[config.mk]
export PLATFORM = sky130hd
export DESIGN_NAME = dotp_unit
export DESIGN_NICKNAME = d
export VERILOG_FILES = /design/src/rtl/dotp_pkg.sv /design/src/rtl/dotp_lane_mul.sv /design/src/rtl/dotp_acc.sv /design/src/rtl/dotp_seq.sv /design/src/rtl/dotp_unit.sv
export SDC_FILE = /design/constraint.sdc
export NUM_CORES = 2
export LEC_CHECK = 0
export BUFFER_PORTS_ARGS = -buffer_cell sky130_fd_sc_hd__buf_2
export CAP_MARGIN = 5
export CORE_ASPECT_RATIO = 1.2
export CORE_MARGIN = 4
export CORE_UTILIZATION = 59
export DETAILED_ROUTE_END_ITERATION = 16
export PLACE_DENSITY = 0.8
export REMOVE_ABC_BUFFERS = 1
export SLEW_MARGIN = 30
export SYNTH_ARGS = -nofsm -noshare
export SYNTH_HDL_FRONTEND = slang
export SYNTH_SLANG_ARGS = --single-unit
[constraint.sdc]
create_clock -name clk -period 6.3 [get_ports clk]
set_input_delay 0.315 -clock clk [delete_from_list [all_inputs] [get_ports clk]]
set_output_delay 0.315 -clock clk [all_outputs]
set_load 0.02 [all_outputs]
[src/rtl/dotp_pkg.sv]
package dotp_pkg;
  localparam int HALF_W = 16;
  localparam int WORD_W = 2 * HALF_W;
  localparam int PROD_W = 2 * HALF_W;
  localparam int ACC_W  = 40;
  localparam int NLANE  = WORD_W / HALF_W;

  localparam logic [ACC_W-1:0] ACC_MAX = {1'b0, {(ACC_W-1){1'b1}}};
  localparam logic [ACC_W-1:0] ACC_MIN = {1'b1, {(ACC_W-1){1'b0}}};

  typedef struct packed {
    logic             ovf;
    logic [ACC_W-1:0] sum;
  } sat_sum_t;

  // 16x16 multiply, signed or unsigned, 32-bit product
  function automatic logic [PROD_W-1:0] mul_half(input logic [HALF_W-1:0] a,
                                                  input logic [HALF_W-1:0] b,
                                                  input logic sgn);
    logic signed [HALF_W:0]     ax;
    logic signed [HALF_W:0]     bx;
    logic signed [2*HALF_W+1:0] r;
    ax = {sgn & a[HALF_W-1], a};
    bx = {sgn & b[HALF_W-1], b};
    r  = ax * bx;
    return r[PROD_W-1:0];
  endfunction

  // extend a product to accumulator width
  function automatic logic [ACC_W-1:0] widen(input logic [PROD_W-1:0] p, input logic sgn);
    return {{(ACC_W-PROD_W){sgn & p[PROD_W-1]}}, p};
  endfunction

  // 40-bit add with clamp to the rails
  function automatic sat_sum_t sat_add(input logic [ACC_W-1:0] a, input logic [ACC_W-1:0] b);
    logic [ACC_W:0] s;
    sat_sum_t       r;
    s     = {a[ACC_W-1], a} + {b[ACC_W-1], b};
    r.ovf = s[ACC_W] ^ s[ACC_W-1];
    r.sum = r.ovf ? (a[ACC_W-1] ? ACC_MIN : ACC_MAX) : s[ACC_W-1:0];
    return r;
  endfunction

  // 32-bit wrapping add, sign-extended to accumulator width
  function automatic logic [ACC_W-1:0] wrap_add(input logic [ACC_W-1:0] a, input logic [ACC_W-1:0] b);
    logic [PROD_W-1:0] s;
    s = a[PROD_W-1:0] + b[PROD_W-1:0];
    return {{(ACC_W-PROD_W){s[PROD_W-1]}}, s};
  endfunction
endpackage

[src/rtl/dotp_lane_mul.sv]
module dotp_lane_mul
  import dotp_pkg::*;
(
  input  logic              clk,
  input  logic              rst_n,
  input  logic              load,
  input  logic [HALF_W-1:0] a,
  input  logic [HALF_W-1:0] b,
  input  logic              sgn,
  output logic [PROD_W-1:0] prod_q
);
  always_ff @(posedge clk or negedge rst_n) begin
    if (!rst_n)    prod_q <= '0;
    else if (load) prod_q <= mul_half(a, b, sgn);
  end
endmodule

[src/rtl/dotp_acc.sv]
module dotp_acc
  import dotp_pkg::*;
(
  input  logic              clk,
  input  logic              rst_n,
  input  logic              clr,
  input  logic              en,
  input  logic              ext,
  input  logic              sgn,
  input  logic [PROD_W-1:0] prod,
  output logic [ACC_W-1:0]  acc_q,
  output logic              sat_evt
);
  logic [ACC_W-1:0] addend;
  logic [ACC_W-1:0] acc_nxt;
  sat_sum_t         sa;

  always_comb begin
    addend  = widen(prod, sgn);
    sa      = sat_add(acc_q, addend);
    acc_nxt = ext ? sa.sum : wrap_add(acc_q, addend);
    sat_evt = en && !clr && ext && sa.ovf;
  end

  always_ff @(posedge clk or negedge rst_n) begin
    if (!rst_n)   acc_q <= '0;
    else if (clr) acc_q <= '0;
    else if (en)  acc_q <= acc_nxt;
  end

  // idle accumulator keeps its value
  a_r8_acc_idle_hold: assert property (@(posedge clk) disable iff (!rst_n)
    (!clr && !en) |=> $stable(acc_q));
  // clear empties the accumulator
  a_r8_acc_clear: assert property (@(posedge clk) disable iff (!rst_n)
    clr |=> (acc_q == '0));
  // an overflow lands on a rail
  a_r10_clamp_rail: assert property (@(posedge clk) disable iff (!rst_n)
    sat_evt |=> (acc_q == ACC_MAX || acc_q == ACC_MIN));
endmodule

[src/rtl/dotp_seq.sv]
module dotp_seq #(
  parameter int CNT_W = 16
) (
  input  logic             clk,
  input  logic             rst_n,
  input  logic             start,
  input  logic [CNT_W-1:0] count,
  input  logic             op_valid,
  output logic             accept,
  output logic             acc_en,
  output logic             fin,
  output logic             busy
);
  logic [CNT_W-1:0] remain;
  logic             last_pair;
  logic             v1;
  logic             last1;

  assign accept    = busy && op_valid;
  assign last_pair = accept && (remain == CNT_W'(1));
  assign acc_en    = v1;

  always_ff @(posedge clk or negedge rst_n) begin
    if (!rst_n) begin
      busy   <= 1'b0;
      remain <= '0;
      v1     <= 1'b0;
      last1  <= 1'b0;
      fin    <= 1'b0;
    end else if (start) begin
      busy   <= (count != '0);
      remain <= count;
      v1     <= 1'b0;
      last1  <= 1'b0;
      fin    <= (count == '0);
    end else begin
      if (accept)    remain <= remain - CNT_W'(1);
      if (last_pair) busy   <= 1'b0;
      v1    <= accept;
      last1 <= last_pair;
      fin   <= v1 && last1;
    end
  end

  // a busy job always has pairs left
  a_r4_busy_nonzero: assert property (@(posedge clk) disable iff (!rst_n)
    busy |-> (remain != '0));
  // the join happens with no pair still expected
  a_r6_fin_idle: assert property (@(posedge clk) disable iff (!rst_n)
    fin |-> !busy);
  // the join is a single-cycle event
  a_r6_fin_single: assert property (@(posedge clk) disable iff (!rst_n)
    (fin && !start) |=> !fin);
endmodule

[src/rtl/dotp_unit.sv]
module dotp_unit
  import dotp_pkg::*;
#(
  parameter int CNT_W = 16
) (
  input  logic              clk,
  input  logic              rst_n,
  input  logic              start,
  input  logic [CNT_W-1:0]  count,
  input  logic              signed_mode,
  input  logic              ext_mode,
  input  logic              op_valid,
  input  logic [WORD_W-1:0] coef_word,
  input  logic [WORD_W-1:0] samp_word,
  output logic              busy,
  output logic              done,
  output logic [ACC_W-1:0]  result,
  output logic [HALF_W-1:0] result_lo,
  output logic              sat_flag
);
  logic              accept;
  logic              acc_en;
  logic              fin;
  logic              sgn_q;
  logic              ext_q;
  logic [PROD_W-1:0] prod [NLANE];
  logic [ACC_W-1:0]  acc  [NLANE];
  logic [NLANE-1:0]  lane_sat;
  sat_sum_t          join_sat;
  logic [ACC_W-1:0]  join_val;
  logic              join_ovf;

  dotp_seq #(.CNT_W(CNT_W)) u_seq (
    .clk(clk), .rst_n(rst_n), .start(start), .count(count), .op_valid(op_valid),
    .accept(accept), .acc_en(acc_en), .fin(fin), .busy(busy)
  );

  always_ff @(posedge clk or negedge rst_n) begin
    if (!rst_n) begin
      sgn_q <= 1'b0;
      ext_q <= 1'b0;
    end else if (start) begin
      sgn_q <= signed_mode;
      ext_q <= ext_mode;
    end
  end

  // lane 0: lower halfwords -> even sum; lane 1: upper halfwords -> odd sum
  for (genvar l = 0; l < NLANE; l++) begin : g_lane
    dotp_lane_mul u_mul (
      .clk(clk), .rst_n(rst_n), .load(accept),
      .a(coef_word[l*HALF_W +: HALF_W]), .b(samp_word[l*HALF_W +: HALF_W]),
      .sgn(sgn_q), .prod_q(prod[l])
    );
    dotp_acc u_acc (
      .clk(clk), .rst_n(rst_n), .clr(start), .en(acc_en), .ext(ext_q), .sgn(sgn_q),
      .prod(prod[l]), .acc_q(acc[l]), .sat_evt(lane_sat[l])
    );
  end

  always_comb begin
    join_sat = sat_add(acc[0], acc[1]);
    join_val = ext_q ? join_sat.sum : wrap_add(acc[0], acc[1]);
    join_ovf = fin && ext_q && join_sat.ovf;
  end

  always_ff @(posedge clk or negedge rst_n) begin
    if (!rst_n) begin
      result   <= '0;
      done     <= 1'b0;
      sat_flag <= 1'b0;
    end else begin
      done <= fin;
      if (fin) result <= join_val;
      if (start) sat_flag <= 1'b0;
      else       sat_flag <= sat_flag | (|lane_sat) | join_ovf;
    end
  end

  assign result_lo = result[HALF_W-1:0];

  // saturation indicator is sticky until a new job
  a_r10_sat_sticky: assert property (@(posedge clk) disable iff (!rst_n)
    (sat_flag && !start) |=> sat_flag);
  // a new job clears the indicator
  a_r8_start_clears_sat: assert property (@(posedge clk) disable iff (!rst_n)
    start |=> !sat_flag);
  // saturation only appears in extended mode
  a_r10_sat_needs_ext: assert property (@(posedge clk) disable iff (!rst_n)
    $rose(sat_flag) |-> ext_q);
  // result changes only together with done
  a_r6_result_with_done: assert property (@(posedge clk) disable iff (!rst_n)
    !done |-> $stable(result));
endmodule

Word-level counts from Yosys, hierarchy flattened
Index checks and enable logic that the tools add are counted.
{"block": "classes", "n_addsub": 7, "mul": 2, "n_eq_ne": 1, "n_mux": 20, "bitwise_logic": 11, "n_reduce_logical": 16}
{"op": "40-bit 2-to-1 mux", "count": 12}
{"op": "32-bit adder", "count": 3}
{"op": "40-bit by 33-bit adder with 41-bit output", "count": 2}
{"op": "17-bit by 17-bit multiplier with 32-bit output", "count": 2}
{"op": "40-bit by 40-bit adder with 41-bit output", "count": 1}
{"op": "16-bit 2-to-1 mux", "count": 2}
{"op": "16-bit by 1-bit == test with 1-bit output, second input constant", "count": 1}
{"op": "16-bit logical NOT", "count": 1}
{"op": "16-bit nonzero test", "count": 1}
{"op": "16-bit by 1-bit subtractor with 16-bit output, second input constant", "count": 1}
{"op": "1-bit logical AND", "count": 9}
{"op": "1-bit AND", "count": 6}
{"op": "1-bit 2-to-1 mux", "count": 6}
{"op": "2-bit nonzero test", "count": 3}
{"op": "1-bit bitwise XOR", "count": 3}
{"op": "1-bit bitwise OR", "count": 2}
{"op": "2-bit OR reduction", "count": 1}
{"op": "1-bit logical NOT", "count": 1}
{"block": "word_totals", "ff_bits": 208, "wordCells": 71}

Longest topological paths before layout
{"block": "depth", "word_depth": 8, "ltp_mapped": 27, "mapped_depth_nobuf": 26}

By module
From an unflattened synthesis, not the netlist that was laid out.
{"block": "hier_totals", "cells_unflattened": 4271, "area_unflattened_um2": 37262.0}
{"mod": "dotp_lane_mul at g_lane[1].u_mul", "n_inst": 1, "cells_each": 1283, "area_each_um2": 11941.5}
{"mod": "dotp_lane_mul at g_lane[0].u_mul", "n_inst": 1, "cells_each": 1279, "area_each_um2": 11816.3}
{"mod": "dotp_unit", "n_inst": 1, "cells_each": 549, "area_each_um2": 4307.9}
{"mod": "dotp_acc at g_lane[0].u_acc", "n_inst": 1, "cells_each": 527, "area_each_um2": 4107.7}
{"mod": "dotp_acc at g_lane[1].u_acc", "n_inst": 1, "cells_each": 508, "area_each_um2": 3956.3}
{"mod": "dotp_seq", "n_inst": 1, "cells_each": 125, "area_each_um2": 1132.3}

Worst setup path before layout
No wires, ideal clock.
{"block": "synth_path", "path_kind": "register to register", "from": "register sgn_q", "to": "register g_lane[0].u_mul.prod_q[31]", "setup_ps": 138, "arrival_ps": 6099, "t_required_ps": 6162, "setup_slack_ps": 63, "path_stages_with_launch": 26, "path_cell_list": "dfrtp_1 -> and2_1 -> clkbuf_1 -> nand2_1 -> inv_1 -> fa_1 -> inv_1 -> fa_1 -> inv_1 -> fa_1 -> fa_1 -> fa_1 -> inv_1 -> fa_1 -> inv_1 -> ha_1 -> a21o_1 -> a21o_1 -> a21oi_1 -> o21ai_0 -> or3_1 -> o21ai_0 -> o21ai_0 -> a21oi_1 -> xnor2_1 -> o21ai_0"}
{"block": "synth_between", "elab_chain_len": 2}
{"element": "start, declared", "line_no": "dotp_unit.sv:24", "source": "logic sgn_q;"}
{"element": "start signal, assigned", "line_no": "dotp_unit.sv:43", "source": "sgn_q <= signed_mode;"}
{"element": "1-bit AND, on equally long branches", "line_no": "dotp_pkg.sv:23, dotp_pkg.sv:24"}
{"element": "17-bit by 17-bit multiplier with 32-bit output (*)", "line_no": "dotp_pkg.sv:25", "source": "r = ax * bx;"}
{"element": "end signal, assigned", "line_no": "dotp_lane_mul.sv:14", "source": "else if (load) prod_q <= mul_half(a, b, sgn);"}
{"element": "end, declared", "line_no": "dotp_lane_mul.sv:10", "source": "output logic [PROD_W-1:0] prod_q"}
Every way passes the cells marked *; elsewhere a longest branch is shown, timed or not.
A chain may end at the register's enable or synchronous reset.

Worst setup path after layout
{"block": "layout_path", "from": "register sgn_q", "to": "register g_lane[1].u_mul.prod_q[28]"}
{"block": "layout_between", "elab_chain_len": 2}
{"element": "1-bit AND, on equally long branches", "line_no": "dotp_pkg.sv:23, dotp_pkg.sv:24"}
{"element": "17-bit by 17-bit multiplier with 32-bit output (*)", "line_no": "dotp_pkg.sv:25"}
{"element": "end signal, assigned", "line_no": "dotp_lane_mul.sv:14"}
{"element": "end, declared", "line_no": "dotp_lane_mul.sv:10"}
Marks and branches as above.

==> results.md <==
* DIE AREA at 0.0644 mm^2
* Slowest stage cell, crit path: fa_1
* DP HPWL at 74.0 mm
* Die outline width at 232 um
* Cts bufs inserted at 25
* Syn Std Cell Area at 0.0356 mm^2
* Core area at 0.0597 mm^2
* Vias at 28700
* DR WL/cell at 18.2 um
* Startpoint types: flip-flop
* Post-route minimum period at 6.13 ns
* Critical Path AT at 6.55 ns
* Final period utilization at 0.973
* Post-route DRC at 0
* Initial drt markers at 1893
* Top_reg_cell synth: dfrtp_1
* Max_cap viols at 0
* H-tree depth at 1
* Clk buf depth at 3
* Placed inst area at 0.0374 mm^2
* XOR/XNOR Fraction of Synth Area at 0.0477
* Slew HR at 0.400
* Clock sink count at 208
* Cell Rows at 98
* Gpl congestion at 0.945
* Root Driver: clkbuf_16
* Adder-Cell Fraction of Synth Area at 0.420
* Yosys warning count at 0
* Number of global-route vias before repair at 30400
* Post-synth cell types at 77
* Post-synth top area share at 0.318
* CP Class: flip-flop to flip-flop
* Post-synth EDFFs at 0
* Cell mode on critical path: fa_1
* I/O pin total at 145
* CTS tree: done
* Initial antenna violation count at 0
* Total grt overflow at 0
* CP required at 6.72 ns
* Leading area contributor after synthesis: fa_1
* Hold WC Path Type: input pin to flip-flop
* First-pass GRT wire length at 151 mm
* Register bit total from synthesis at 208
* Critical Path Sink Type: flip-flop
* Largest cells by area after synthesis: fa_1 (32%), dfrtp_1 (15%), ha_1 (10%)
* Nets at 5117
* Initial core utilization at 0.597
* Layout cells sized above 1 at 0.0942
* Total Neg Setup Slack at 0 ns
* Worst skew pair latency at 0.54 ns
* Synth Area in Compound Gates at 0.127
* Routed Antenna Nets at 0
* Max Slew Vio Count at 0
* Syn Area/Cell at 8.77 um^2
* ANT cells at 0
* Largest net degree at the start of global routing at 108
* Port bufs at 144
* Worst-path clk slew at 0.07 ns
* Fmax at 163 MHz
* Ys async rst share at 1.00
* Die height at 277 um
* Design area at 0.0385 mm^2
* Final-report hold violation count at 0
* Area growth, synth to finish at 7.87%
* CP peak stage delay at 0.54 ns
* Seq/Total Area, Yosys at 0.146
* Vias per cell at 5.75
* Worst slew pin tran at 0.895 ns
* Worst Skew at 0.0149 ns
* Worst slack, placed at -0.0954 ns
* Final setup viols at 0
* Syn Inst Count at 4063
* Synth Area in Simple Gates at 0.163
* Post-synthesis mux area share at 0.00495
* Final WS setup at 0.172 ns
* RSZ-0062 raised after global routing: true
* Outcome: complete, no violations
* Total GRT Usage at 0.287
* Critical path peak fanout at 6
* Final wirelength at 91.0 mm
* Largest family of logic cells by synthesized area: adder cells
* Detailed Routing Iterations Pass 1 at 5
-- flip-flops by register name, summed over array words and instances, names as in the netlist --
| name | cells |
|---|---|
| sgn_q | 1 |
| result | 40 |
| u_seq.last1 | 1 |
| u_seq.fin | 1 |
| g_lane.u_mul.prod_q | 64 |
| sat_flag | 1 |
| g_lane.u_acc.acc_q | 80 |
| u_seq.busy | 1 |
| ext_q | 1 |
| u_seq.remain | 16 |
| done | 1 |
| u_seq.acc_en | 1 |
-- synthesized netlist by cell type, types with 22 or more instances --
cell type,number
ha_1,288
xnor2_1,113
nand2_1,509
nand3_1,32
dfrtp_1,208
a21oi_1,231
nor3_1,64
clkbuf_1,145
o21a_1,23
nand4_1,23
o21bai_1,27
o211ai_1,22
nor2_1,200
fa_1,567
xor2_1,81
and2_1,262
a21o_1,75
o21ai_0,179
inv_1,677
a211oi_1,23
and3_1,29
-- layout by cell type, fill, tap and decap left out, types with 20 or more instances in the layout --
cell and instances:
dfrtp_1 207, and2_1 260, and3_1 29, a21o_1 75
o21a_1 23, buf_2 143, nor3_1 63, o21ai_0 168
xnor2_1 113, nand2_1 502, clkbuf_16 25, nor2_1 198
a211oi_1 23, inv_1 671, ha_1 287, xor2_1 81
nand2b_1 20, nand3_1 31, nand4_1 23, buf_4 104
a21oi_1 227, fa_1 563, o211ai_1 22, o21bai_1 27
-- area by class of cell --
type,count,area (um^2)
Inverter,677,2540
Tap cell,800,1000
Fill cell,4952,21300
Timing Repair Buffer,258,1630
Sequential cell,208,5210
Clock inverter,11,92.6
Clock buffer,32,702
Multi-Input combinational cell,3006,27300
-- critical path: cells and delay by family, from the launching register on --
| family | cells | cell delay (ns) |
|---|---|---|
| AO/OA/AOI/OAI | 7 | 1.12 |
| adder cells (fa/ha/maj) | 7 | 3.22 |
| buffers and inverters | 6 | 0.44 |
| flip-flops | 1 | 0.45 |
| AND/OR/NAND/NOR | 5 | 0.78 |
-- per-stage QoR --
step                      cells  utilization  hold WS [ns]
after floorplan            3891            -        0.0194
after global placement     4939        0.627         0.436
after detailed placement   4939        0.627         0.426
after CTS                  4990        0.642       0.00384
after global routing       4992        0.644        0.0197
final                      4992        0.644        0.0212
-- what timing repair did --
action                                  CTS  global route
endpoints found under the hold margin   111             0
hold buffers                              8             0
gates resized for setup                   3            42
endpoints found under the setup margin    4            14
setup buffers                             0             1
pin swaps                                 0            18
-- final timing paths --
kind | from | to | slack [ns] | depth (start not counted)
max | sgn_q | g_lane[1].u_mul.prod_q[28] | 0.17 | 25
max reg2reg | sgn_q | g_lane[1].u_mul.prod_q[28] | 0.17 | 25
min reg2reg | u_seq.last1 | u_seq.fin | 0.46 | 2
max in group asynchronous | rst_n | g_lane[0].u_mul.prod_q[2] | 4.92 | 4
min | count[11] | u_seq.remain[11] | 0.02 | 3
min in group asynchronous | rst_n | u_seq.remain[7] | 0.22 | 2
-- per-layer routing --
layer | track usage | wire [um]
met1 | 0.371 | 36200
met3 | 0.0297 | 5240
met2 | 0.499 | 45700
met4 | 0.107 | 3830
met5 | 0 | 0
-- cells by family (layout without fill, tap and decap cells) --
logic type,after synthesis,in the layout
AOI/OAI and AO/OA,721,721
xor gates and xnor gates,194,194
adders and majority gates,855,855
buffers and inverters,849,978
DFF,208,208
muxes,16,16
and+or+nand+nor,1220,1220
Power is not shown: default switching activity piles up to over one toggle a cycle in this logic, so the estimate is an artifact.
